## src/rtl/zfb_pkg.sv

```systemverilog
package zfb_pkg;
    parameter int COEF_W = 12;
    parameter int GRP    = 4;
    parameter int NCOEF  = 64;

    localparam int NGRP   = NCOEF / GRP;
    localparam int WORD_W = COEF_W * GRP;
    localparam int IDX_W  = $clog2(NCOEF);
    localparam int SUB_W  = $clog2(GRP);
    localparam int GIDX_W = $clog2(NGRP);
    localparam int CNT_W  = $clog2(NGRP + 1);

    typedef logic [COEF_W-1:0] coef_t;
    typedef logic [WORD_W-1:0] word_t;
    typedef logic [CNT_W-1:0]  cnt_t;

    typedef struct packed {
        logic [IDX_W-1:0]  wcnt;
        logic [NGRP-1:0]   mark;
        logic              full;
        logic [GIDX_W:0]   ig;
        logic [IDX_W-1:0]  rcnt;
        logic              act;
        logic              zsrc;
        cnt_t              wr_n;
        cnt_t              rd_n;
    } ctl_t;
endpackage

```

## src/rtl/zfb_mem.sv

```systemverilog
module zfb_mem #(
    parameter int DEPTH = 16,
    parameter int WIDTH = 48,
    localparam int AW   = $clog2(DEPTH)
) (
    input  logic             clk,
    input  logic             rst,
    input  logic             we,
    input  logic [AW-1:0]    waddr,
    input  logic [WIDTH-1:0] wdata,
    input  logic             re,
    input  logic [AW-1:0]    raddr,
    output logic [WIDTH-1:0] rdata
);
    logic [WIDTH-1:0] mem_q [DEPTH];
    logic [WIDTH-1:0] rdata_q;

    always_ff @(posedge clk) begin
        if (we) begin
            mem_q[waddr] <= wdata;
        end
    end

    always_ff @(posedge clk) begin
        if (rst) begin
            rdata_q <= '0;
        end else if (re) begin
            rdata_q <= mem_q[raddr];
        end
    end

    assign rdata = rdata_q;
endmodule

```

## src/rtl/zfb_pack.sv

```systemverilog
module zfb_pack
    import zfb_pkg::*;
(
    input  logic             clk,
    input  logic             rst,
    input  logic             accept,
    input  logic [SUB_W-1:0] sub,
    input  coef_t            coef,
    output word_t            word,
    output logic             all_zero
);
    logic [GRP-2:0][COEF_W-1:0] stage_d, stage_q;

    always_comb begin
        stage_d = stage_q;
        for (int i = 0; i < GRP - 1; i++) begin
            if (accept && sub == SUB_W'(i)) begin
                stage_d[i] = coef;
            end
        end
    end

    always_ff @(posedge clk) begin
        if (rst) begin
            stage_q <= '0;
        end else begin
            stage_q <= stage_d;
        end
    end

    assign word     = {coef, stage_q};
    assign all_zero = (word == '0);
endmodule

```

## src/rtl/zfb_lane_sel.sv

```systemverilog
module zfb_lane_sel
    import zfb_pkg::*;
(
    input  word_t            word,
    input  logic [SUB_W-1:0] sub,
    input  logic             zero_src,
    output coef_t            coef
);
    coef_t lanes [GRP];

    for (genvar g = 0; g < GRP; g++) begin : g_lane
        assign lanes[g] = word[g*COEF_W +: COEF_W];
    end

    assign coef = zero_src ? '0 : lanes[sub];
endmodule

```

## src/rtl/zfb_top.sv

```systemverilog
module zfb_top
    import zfb_pkg::*;
(
    input  logic  clk,
    input  logic  rst,
    input  logic  wr_valid,
    input  coef_t wr_coef,
    output logic  wr_ready,
    input  logic  rd_ready,
    output logic  rd_valid,
    output coef_t rd_coef,
    output logic  blk_full,
    output cnt_t  mem_wr_count,
    output cnt_t  mem_rd_count
);
    localparam logic [IDX_W-1:0]  LAST_IDX = IDX_W'(NCOEF - 1);
    localparam logic [SUB_W-1:0]  LAST_SUB = SUB_W'(GRP - 1);
    localparam logic [GIDX_W:0]   GRP_END  = (GIDX_W + 1)'(NGRP);

    ctl_t q, d;

    logic               wr_hs, rd_hs, grp_done, issue;
    logic               mem_we, mem_re;
    logic [SUB_W-1:0]   wsub, rsub;
    logic [GIDX_W-1:0]  wgrp, igrp;
    word_t              pack_word, mem_rdata;
    logic               pack_zero;

    assign wsub = q.wcnt[SUB_W-1:0];
    assign wgrp = q.wcnt[IDX_W-1:SUB_W];
    assign rsub = q.rcnt[SUB_W-1:0];
    assign igrp = q.ig[GIDX_W-1:0];

    zfb_pack u_pack (
        .clk      (clk),
        .rst      (rst),
        .accept   (wr_hs),
        .sub      (wsub),
        .coef     (wr_coef),
        .word     (pack_word),
        .all_zero (pack_zero)
    );

    zfb_mem #(.DEPTH(NGRP), .WIDTH(WORD_W)) u_mem (
        .clk   (clk),
        .rst   (rst),
        .we    (mem_we),
        .waddr (wgrp),
        .wdata (pack_word),
        .re    (mem_re),
        .raddr (igrp),
        .rdata (mem_rdata)
    );

    zfb_lane_sel u_sel (
        .word     (mem_rdata),
        .sub      (rsub),
        .zero_src (q.zsrc),
        .coef     (rd_coef)
    );

    always_comb begin
        wr_hs    = wr_valid && !q.full;
        grp_done = wr_hs && (wsub == LAST_SUB);
        mem_we   = grp_done && !pack_zero;

        rd_hs    = q.act && rd_ready;
        issue    = q.full && (q.ig < GRP_END) &&
                   (!q.act || (rd_hs && rsub == LAST_SUB));
        mem_re   = issue && !q.mark[igrp];

        d = q;

        // write side
        if (wr_hs) begin
            if (q.wcnt == '0) begin
                d.wr_n = '0;
                d.rd_n = '0;
            end
            if (grp_done) begin
                d.mark[wgrp] = pack_zero;
                if (!pack_zero) begin
                    d.wr_n = d.wr_n + CNT_W'(1);
                end
            end
            if (q.wcnt == LAST_IDX) begin
                d.wcnt = '0;
                d.full = 1'b1;
            end else begin
                d.wcnt = q.wcnt + IDX_W'(1);
            end
        end

        // read side: delivery
        if (rd_hs) begin
            d.rcnt = q.rcnt + IDX_W'(1);
            if (rsub == LAST_SUB) begin
                d.act = 1'b0;
            end
            if (q.rcnt == LAST_IDX) begin
                d.full = 1'b0;
                d.ig   = '0;
                d.rcnt = '0;
            end
        end

        // read side: group lookup, may coincide with the last delivery of a group
        if (issue) begin
            d.act  = 1'b1;
            d.ig   = q.ig + (GIDX_W + 1)'(1);
            d.zsrc = q.mark[igrp];
            if (mem_re) begin
                d.rd_n = q.rd_n + CNT_W'(1);
            end
        end
    end

    always_ff @(posedge clk) begin
        if (rst) begin
            q <= '0;
        end else begin
            q <= d;
        end
    end

    assign wr_ready     = !q.full;
    assign rd_valid     = q.act;
    assign blk_full     = q.full;
    assign mem_wr_count = q.wr_n;
    assign mem_rd_count = q.rd_n;
endmodule

```

## config.mk

```make
export PLATFORM = sky130hd
export DESIGN_NAME = zfb_top
export DESIGN_NICKNAME = d
export VERILOG_FILES = /design/src/rtl/zfb_pkg.sv /design/src/rtl/zfb_mem.sv /design/src/rtl/zfb_pack.sv /design/src/rtl/zfb_lane_sel.sv /design/src/rtl/zfb_top.sv
export SDC_FILE = /design/constraint.sdc
export NUM_CORES = 1
export LEC_CHECK = 0
export ABC_AREA = 1
export CAP_MARGIN = 40
export CORE_MARGIN = 2
export CORE_UTILIZATION = 40
export DETAILED_ROUTE_END_ITERATION = 8
export GPL_TIMING_DRIVEN = 0
export HOLD_SLACK_MARGIN = 0.15
export PLACE_DENSITY_LB_ADDON = 0.05
export RECOVER_POWER = 25
export SLEW_MARGIN = 0
export SYNTH_ARGS = -nofsm -noshare
export SYNTH_HDL_FRONTEND = slang
export SYNTH_SLANG_ARGS = --single-unit
```

## constraint.sdc

```tcl
create_clock -name clk -period 6.53 [get_ports clk]
set_input_delay 1.306 -clock clk [delete_from_list [all_inputs] [get_ports clk]]
set_output_delay 1.306 -clock clk [all_outputs]
set_load 0.05 [all_outputs]
```

======== Yosys cells after proc, flatten, opt, wreduce, memory -nomap -nowiden ========
Memories as Yosys holds them, arrays and structs flattened. A register that Yosys moved wholly into a read port is not among the register bits.
Index checks and enable logic that the tools add are counted.
word-level totals
  flip-flop bits (word level) ............. 82
  latch bits .............................. 0
  RAM bits ................................ 768
  bits in read-only memories .............. 0
  bits of input ports ..................... 16
  output and inout bits ................... 25
  memories ................................ 1
cells by class
  $add $sub $neg .......................... 5
  $mul .................................... 0
  divide/modulo/power cells ............... 0
  magnitude comparators ................... 5
  equal/unequal tests ..................... 6
  shift-type cells ........................ 0
  muxes and demuxes ....................... 26
  bitwise gates (word level) .............. 1
  reductions and logical operators ........ 26
memory list
  name         depth  bits a word  read ports  clocked after memory_dff  write ports  line           RTL
  u_mem.mem_q  16     48           1           1                         1            zfb_mem.sv:15  logic [WIDTH-1:0] mem_q [DEPTH];
operator list
  operator             number
  $logic_not 48->1     1
  $mux 12              4
  $mux 5               6
  $bmux 12 s2          1
  $mux 10              2
  $bwmux 16            1
  $add 5x1->5 const B  3
  $mux 13              1
  $add 6x1->6 const B  2
  $eq 6x6->1 const B   2
  $logic_and 1x1->1    12
  $lt 4x5->1 const B   2
  $mux 1               7
  $eq 2x2->1 const B   3
  $logic_not 6->1      1
  $mux 6               1
  $reduce_and 2->1     3
  $reduce_bool 2->1    3
  $lt 5x5->1 const B   1
  $bmux 1 s4           1
  $demux 1 s4          1
  $ge 4x1->1 const B   1
  $logic_not 1->1      4
  $ge 3x3->1 const B   1
  5 further kinds      5

======== Depth between registers and ports, before layout ========
Gate-level depths: netlist of the first run.
  depth after elaboration ................. 7
  mapped depth ............................ 14
  depth with buffers taken out ............ 11

======== Cells and area by module ========
A second synthesis of the first run with hierarchy kept.
second synthesis, totals
  cells, all modules ...................... 3,489
  area total of the unflattened synthesis .. 37,388.4 µm²
modules (own cells, without submodules)
  module        instances  cells each  area each (µm²)
  zfb_mem       1          2,797       32,705.1
  zfb_top       1          329         2,387.3
  zfb_pack      1          221         1,582.8
  zfb_lane_sel  1          142         713.2

======== Worst setup path before layout of the first run ========
Ideal clock, no wire load.
  kind .................................... input to register
  from .................................... input port wr_valid
  to ...................................... memory u_mem.mem_q[3][0], enable pin
  setup time .............................. 0.515 ns
  arrival time ............................ 5.459 ns
  required time ........................... 6.015 ns
  setup slack ............................. 0.555 ns
  cell stages on the path ................. 6
  buffers on the path ..................... 0
  cell sequence ........................... inv_1 nor2_2 nand2_1 nor2_1 inv_1 nor3_1
between the ends
  cells in the longest elaborated chain, start to end .. 5
ends and longest elaborated chain
  element                       line           RTL
  start, declared               zfb_top.sv:6   input logic wr_valid,
  $logic_and 1x1->1             zfb_top.sv:63  wr_hs = wr_valid && !q.full;
  $logic_and 1x1->1             zfb_top.sv:64  grp_done = wr_hs && (wsub == LAST_SUB);
  $logic_and 1x1->1             zfb_top.sv:65  mem_we = grp_done && !pack_zero;
  $mux 1                        zfb_mem.sv:19  if (we) begin
  $mux 1 (implied by the code)  zfb_mem.sv:20  mem_q[waddr] <= wdata;
  end, declared                 zfb_mem.sv:15
Every way passes these cells.

======== Final worst setup path of the first run ========
  from .................................... input port wr_coef[10]
  to ...................................... memory u_mem.mem_q[14][3], enable pin
between the ends
  cells in the longest elaborated chain, start to end .. 5
ends and longest elaborated chain
  element                       line            RTL
  start, declared               zfb_top.sv:7    input coef_t wr_coef,
  $logic_not 48->1              zfb_pack.sv:32  assign all_zero = (word == '0);
  $logic_not 1->1               n/a
  $logic_and 1x1->1             zfb_top.sv:65
  $mux 1                        zfb_mem.sv:19
  $mux 1 (implied by the code)  zfb_mem.sv:20
Every way passes these cells.

==> results_dict.tcl, run 1 <==
set metrics [dict create \
    nets 3446 \
    antenna_found_initial 5 \
    avgRoutedWirePerCell_um 26.6 \
    synthTopCellsByArea "edfxtp_1 64%, nor2_1 7.3%, dfxtp_1 7.2%, o21ai_0 5.3%, o211ai_1 3.7%" \
    synth_top_family_by_area "simple AND/OR/NAND/NOR gates" \
    synth_ff_type "edfxtp_1" \
    critPathMaxStageDelay_ns 0.94 \
    ys_seq_area_share_pct 70.8 \
    ir_worst_vdd_mv 0.180 \
    die_w_um 305 \
    ctsHtreeMaxLevel 3 \
    yosys-mux-area-fraction_pct 0 \
    whs_ns 0.470 \
    track_usage_pct 26.7 \
    tightest_slew_ns 0.970 \
    hold_buffers 0 \
    cp.arrival_ns 5.10 \
    start_util_pct 40.3 \
    ys_types 29 \
    start_kind "input port" \
    drt_iter0_drc 3057 \
    first_pass_iters 6 \
    crit_buf_inv 6 \
    syn_nets 3192 \
    clkTransAtPathRegs_ns 0.06 \
    netlist_area_sq_um 36200 \
    criticalPathCategory "in -> reg" \
    crit_family "buffers and inverters" \
    drive_gt1_share_pct 10.3 \
    drc 0 \
    hold_path.class "reg -> reg" \
    clock-root-buffer "clkbuf_16" \
    die-area_sq_um 93000 \
    async_flop_share_pct 0 \
    final-setup-viol-count 0 \
    synth.top_cell.area_share_pct 63.7 \
    p_per_area_nw_per_um2 278 \
    clock_latency_ns 0.67 \
    final_hold_viol_count 0 \
    wl_um 125000 \
    port_buffers 39 \
    period_share_pct 72.5 \
    crit_required_ns 6.90 \
    finish.utilization_pct 47.4 \
    crit_slowest_cell "clkdlybuf4s50_1" \
    ant_nets 0 \
    cts_buffers 99 \
    finClkSkew_ns 0.0294 \
    grt_pass1_wl_um 179000 \
    status "completed" \
    gp_congestion 0.857 \
    synth_adder_area_share_pct 0.276 \
    core_area_sq_um 89900 \
    synth_seq_cells 898 \
    avgSynthCellArea_sq_um 11.4 \
    crit_path_max_fanout 12 \
    cp-end-kind "flop" \
    synth_compound_area_share_pct 11.0 \
    viasPerCell 5.59 \
    synthSimpleGateAreaFrac_pct 13.6 \
    fin_ws_ns 1.80 \
    path_common_cell "nand2_1" \
    dpl_cell_area_sq_um 39500 \
    slew_viol_final 0 \
    synth_edf_count 768 \
    period_needed_ns 4.73 \
    grt.overflow.total 0 \
    core.rowCount 110 \
    relSlewSlack_pct 35.1 \
    synthCells 3168 \
    rsz0062_at_grt "false" \
    die_y_um 305 \
    ctsResizeCount 0 \
    yosys_warnings 0 \
    grt_start_max_net_pins 22 \
    place_hpwl_um 90300 \
    p_leak_nw 14.9 \
    post_cts_buffers 0 \
    cap_violations 0 \
    yosys.area.top_type "edfxtp_1" \
    clk_path_buf_depth 3 \
    yosys.area_share.xor_xnor_pct 0.145 \
    grt_pass1_vias 24800 \
    num_vias 26200 \
    max_freq_mhz 211 \
    dp_slack_ns 1.12 \
    setup_tns_ns 0 \
    fin_area_sq_um 42600 \
    clock-sinks 898 \
    cts_tree "built" \
    area.growth.synth_to_final_pct 17.6 \
    crit_chain "clkdlybuf4s50_1, buf_16, nor2_1, nand2_1, nor2_1, nand2_1, nor2_1, nand2_1, nand2_1, nor3_2, buf_4, buf_6, buf_6, buf_4" \
    nFillCells 8157 \
    num_io_pins 41 \
]
## power breakdown
part / internal, mW / leakage, nW / switching (mW)
combinational: 0.0459 / 5.23 / 0.119
sequential: 6.22 / 8.18 / 0.0587
clock: 3.14 / 1.53 / 2.27
## stage by stage
| step | instances | total power [mW] |
|---|---|---|
| floorplan | 3168 | 6.44 |
| global placement | 4383 | 6.54 |
| detailed placement | 4497 | 6.56 |
| CTS | 4679 | 11.9 |
| global route | 4679 | 12.2 |
| finish | 4680 | 11.9 |
## cells in the final DEF (no fill, tap or decap), drive strengths merged
cell type,synthesis,layout
clkinv,0,34
dfxtp,130,130
nor2,710,710
buf,108,222
nand2,334,334
o41ai,1,1
xor2,5,5
ha,8,8
o31ai,8,8
clkbuf,108,249
a211oi,4,4
a31oi,4,4
edfxtp,768,768
a21oi,114,114
o21ai,392,392
a2111oi,1,1
nor3,27,27
o211ai,177,177
bufinv,0,4
diode,0,1
xnor2,1,1
clkdlybuf4s50,0,39
nand4,7,7
o21bai,1,1
inv,99,102
nand3,161,161
## worst paths after layout
kind	start	end	slack, ns	cells after the start
worst max register to register	u_pack.word[23]	u_mem.mem_q[14][3]	2.66	12
worst min-delay path	q[17]	q[17]	0.47	2
worst min register to register	q[17]	q[17]	0.47	2
worst max-delay path	wr_coef[10]	u_mem.mem_q[14][3]	1.80	14
## state kept, by name (all words and copies together), names as in the netlist
name / flops
mem_wr_count: 5
q: 30
mem_rd_count: 5
blk_full: 1
u_mem.rdata: 48
u_pack.word: 36
igrp: 4
rd_valid: 1
u_mem.mem_q: 768
## synthesized netlist by cell type (7+ instances only)
cell type,number
a21oi_1,114
buf_1,16
buf_2,42
buf_4,33
buf_6,17
clkbuf_1,108
dfxtp_1,130
edfxtp_1,768
ha_1,8
inv_1,95
nand2_1,334
nand3_1,158
nand4_1,7
nor2_1,709
nor3_1,27
o211ai_1,177
o21ai_0,387
o31ai_1,8
## metal layers
| layer | wire length [um] | track usage (%) |
|---|---|---|
| met1 | 54200 | 38.0 |
| met5 | 30 | 0 |
| met3 | 9870 | 4.25 |
| met4 | 3830 | 8.48 |
| met2 | 56600 | 41.8 |
## layout make-up
class	instances	area [sq um]	area share, %
Sequential cell	898	25700	60.3
Multi-Input combinational cell	1955	9170	21.5
Clock buffer	141	2810	6.60
Timing Repair Buffer	153	1680	3.94
Tap cell	1176	1470	3.45
Buffer	216	1110	2.62
Inverter	99	372	0.873
Clock inverter	41	310	0.729
Antenna cell	1	2.50	0.00588
## cell families after synthesis
kind of cell	Yosys count
and+or+nand+nor	1239
DFF	898
xor gates and xnor gates	6
buffers and inverters	315
adders and majority gates	8
AOI/OAI and AO/OA	702
## worst register-to-register path, cell delays in order, from the launching register on
cell     delay (ns)
dfxtp_1        0.87
nor2_1         0.14
nand2_1        0.11
nor2_1         0.04
nand2_1        0.05
nor2_1         0.07
nand2_1        0.30
nand2_1        0.40
nor3_2         0.67
buf_4          0.32
buf_6          0.17
buf_6          0.18
buf_4          0.23
No activity file was read; power rests on OpenSTA's default activity.
==> run 2: changes to the inputs <==
==> constraint.sdc (replaced) <==
create_clock -name clk -period 4.1 [get_ports clk]
set_input_delay 0.82 -clock clk [delete_from_list [all_inputs] [get_ports clk]]
set_output_delay 0.82 -clock clk [all_outputs]
set_load 0.05 [all_outputs]
==> results_dict.tcl, run 2 (synthesis gave the netlist of run 1 again) <==
set metrics [dict create \
    status "completed" \
    grt.overflow.total 0 \
    endpoint "rd_coef[4]" \
    internal_power_mw 14.7 \
    die-area_sq_um 93000 \
    finish.utilization_pct 47.4 \
    ctsHtreeMaxLevel 3 \
    max_freq_mhz 255 \
    final-setup-viol-count 0 \
    final_common_cell "edfxtp_1" \
    grt_pass1_wl_um 177000 \
    finClkSkew_ns 0.0419 \
    crit_start "q[12]" \
    r2r_cells 12 \
    whs_ns 0.466 \
    wl_um 123000 \
    slew_viol_final 0 \
    fin_area_sq_um 42600 \
    area.growth.synth_to_final_pct 17.6 \
    start_kind "flop" \
    r2r_end "u_mem.mem_q[3][34]" \
    viasPerCell 5.55 \
    ir_worst_vdd_mv 0.302 \
    relSlewSlack_pct 36.6 \
    grt_start_max_net_pins 23 \
    pwr-share-clk_pct 45.2 \
    port_buffers 39 \
    p_comb_share_pct 1.4 \
    nets 3432 \
    clock-sinks 898 \
    antenna_found_initial 4 \
    num_vias 25900 \
    ant_nets 0 \
    largest-register "u_mem.mem_q" \
    rsz0062_at_grt "false" \
    avgRoutedWirePerCell_um 26.4 \
    num_io_pins 41 \
    cap_violations 0 \
    period_needed_ns 3.93 \
    nFillCells 8161 \
    start_util_pct 40.3 \
    p_switching_mw 3.99 \
    drc 0 \
    cts_tree "built" \
    criticalPathCategory "reg -> out" \
    core_area_sq_um 89900 \
    cp.arrival_ns 3.11 \
    final_cells 4673 \
    period_share_pct 95.8 \
    drive_gt1_share_pct 10.3 \
    p_per_area_nw_per_um2 440 \
    final_cell_mix "768 x edfxtp_1, 704 x nor2_1, 387 x o21ai_0" \
    p_leak_nw 14.9 \
    dpl_cell_area_sq_um 39500 \
    place_hpwl_um 89600 \
    crit_required_ns 3.28 \
    sequentialPowerShare_pct 53.4 \
    final_hold_viol_count 0 \
    r2r_slack_ns 0.37 \
    cp-end-kind "output pin" \
    crit_path_max_fanout 10 \
    clkTransAtPathRegs_ns 0.06 \
    core.rowCount 110 \
    switching_share_pct 21.3 \
    dp_cells 4484 \
    track_usage_pct 26.5 \
    clock_latency_ns 0.68 \
    clock-root-buffer "clkbuf_16" \
    cts_buffers 98 \
    largest_reg_flops 768 \
    clk_path_buf_depth 3 \
    drt_iter0_drc 3053 \
    hold_buffers 0 \
    first_pass_iters 6 \
    setup_tns_ns 0 \
    grt_pass1_vias 24500 \
    gp_congestion 0.848 \
    die_w_um 305 \
    r2r-start "u_pack.word[16]" \
    post_cts_buffers 0 \
    die_y_um 305 \
    tightest_slew_ns 0.951 \
    hold_path.class "reg -> reg" \
]
run 2: cell types whose count changed in the layout (fill, tap and decap cells not counted), sizes merged, moves of 5 or more:
cell / delta
clkdlybuf4s50: -9
clkbuf: -8
clkinvlp: +8
buf: -13
dlymetal6s2s: +5
run 2: cell type report:
cell class	instances	area [sq um]	share of cell area, %
tap	1176	1470	3.45
buffer	216	1110	2.62
inverter	99	372	0.872
multi-input combinational	1955	9200	21.6
clock buffer	133	2710	6.35
clock inverter	51	350	0.822
timing repair buffer	140	1710	4.02
sequential	898	25700	60.2
antenna	5	12.5	0.0294
run 2: critical path, stage by stage, from the launching register on:
cell	delay (ns)
dfxtp_1	0.33
clkbuf_1	0.26
inv_1	0.21
clkbuf_1	0.28
a21oi_1	0.19
o21ai_0	0.15
a21oi_1	0.18
clkdlybuf4s50_1	0.84
run 2: power groups by stage:
| stage | combinational, mW | sequential [mW] | clock, mW |
|---|---|---|---|
| after CTS | 0.253 | 10.0 | 8.56 |
| after floorplan | 0.102 | 10.1 | 0 |
| after global routing | 0.272 | 10.0 | 8.92 |
| after global placement | 0.226 | 10.2 | 0 |
| after detailed placement | 0.252 | 10.2 | 0 |
| final | 0.255 | 10.0 | 8.47 |
run 2: metal layers:
| metal | share of wire, % | vias to the layer above | GRT usage [%] |
|---|---|---|---|
| met5 | 0.0097 | - | 0 |
| met4 | 3.5 | 2 | 9.38 |
| met3 | 7.8 | 188 | 4.40 |
| met2 | 45 | 1082 | 41.0 |
| met1 | 44 | 13000 | 37.6 |
| li1 | - | 11700 | - |
run 2: per-stage QoR:
stage               total power, mW  setup WS (ns)
detailed placement             10.4         -0.560
CTS                            18.8          0.119
global placement               10.4          -7.87
global route                   19.2        0.00841
finish                         18.7          0.172
floorplan                      10.3          -1.39
run 2: what timing repair did:
action | CTS | global route
resized for setup | 0 | 5
setup endpoints to repair | 0 | 22
hold endpoints to repair | 0 | 0
run 2: worst min-delay path by stage:
stage               start  depth (start not counted)  endpoint
floorplan           q[22]                          2     q[22]
detailed placement  q[22]                          2     q[22]
CTS                 q[39]                          2     q[39]
global route        q[39]                          2     q[39]
finish              q[39]                          2     q[39]
global placement    q[22]                          2     q[22]
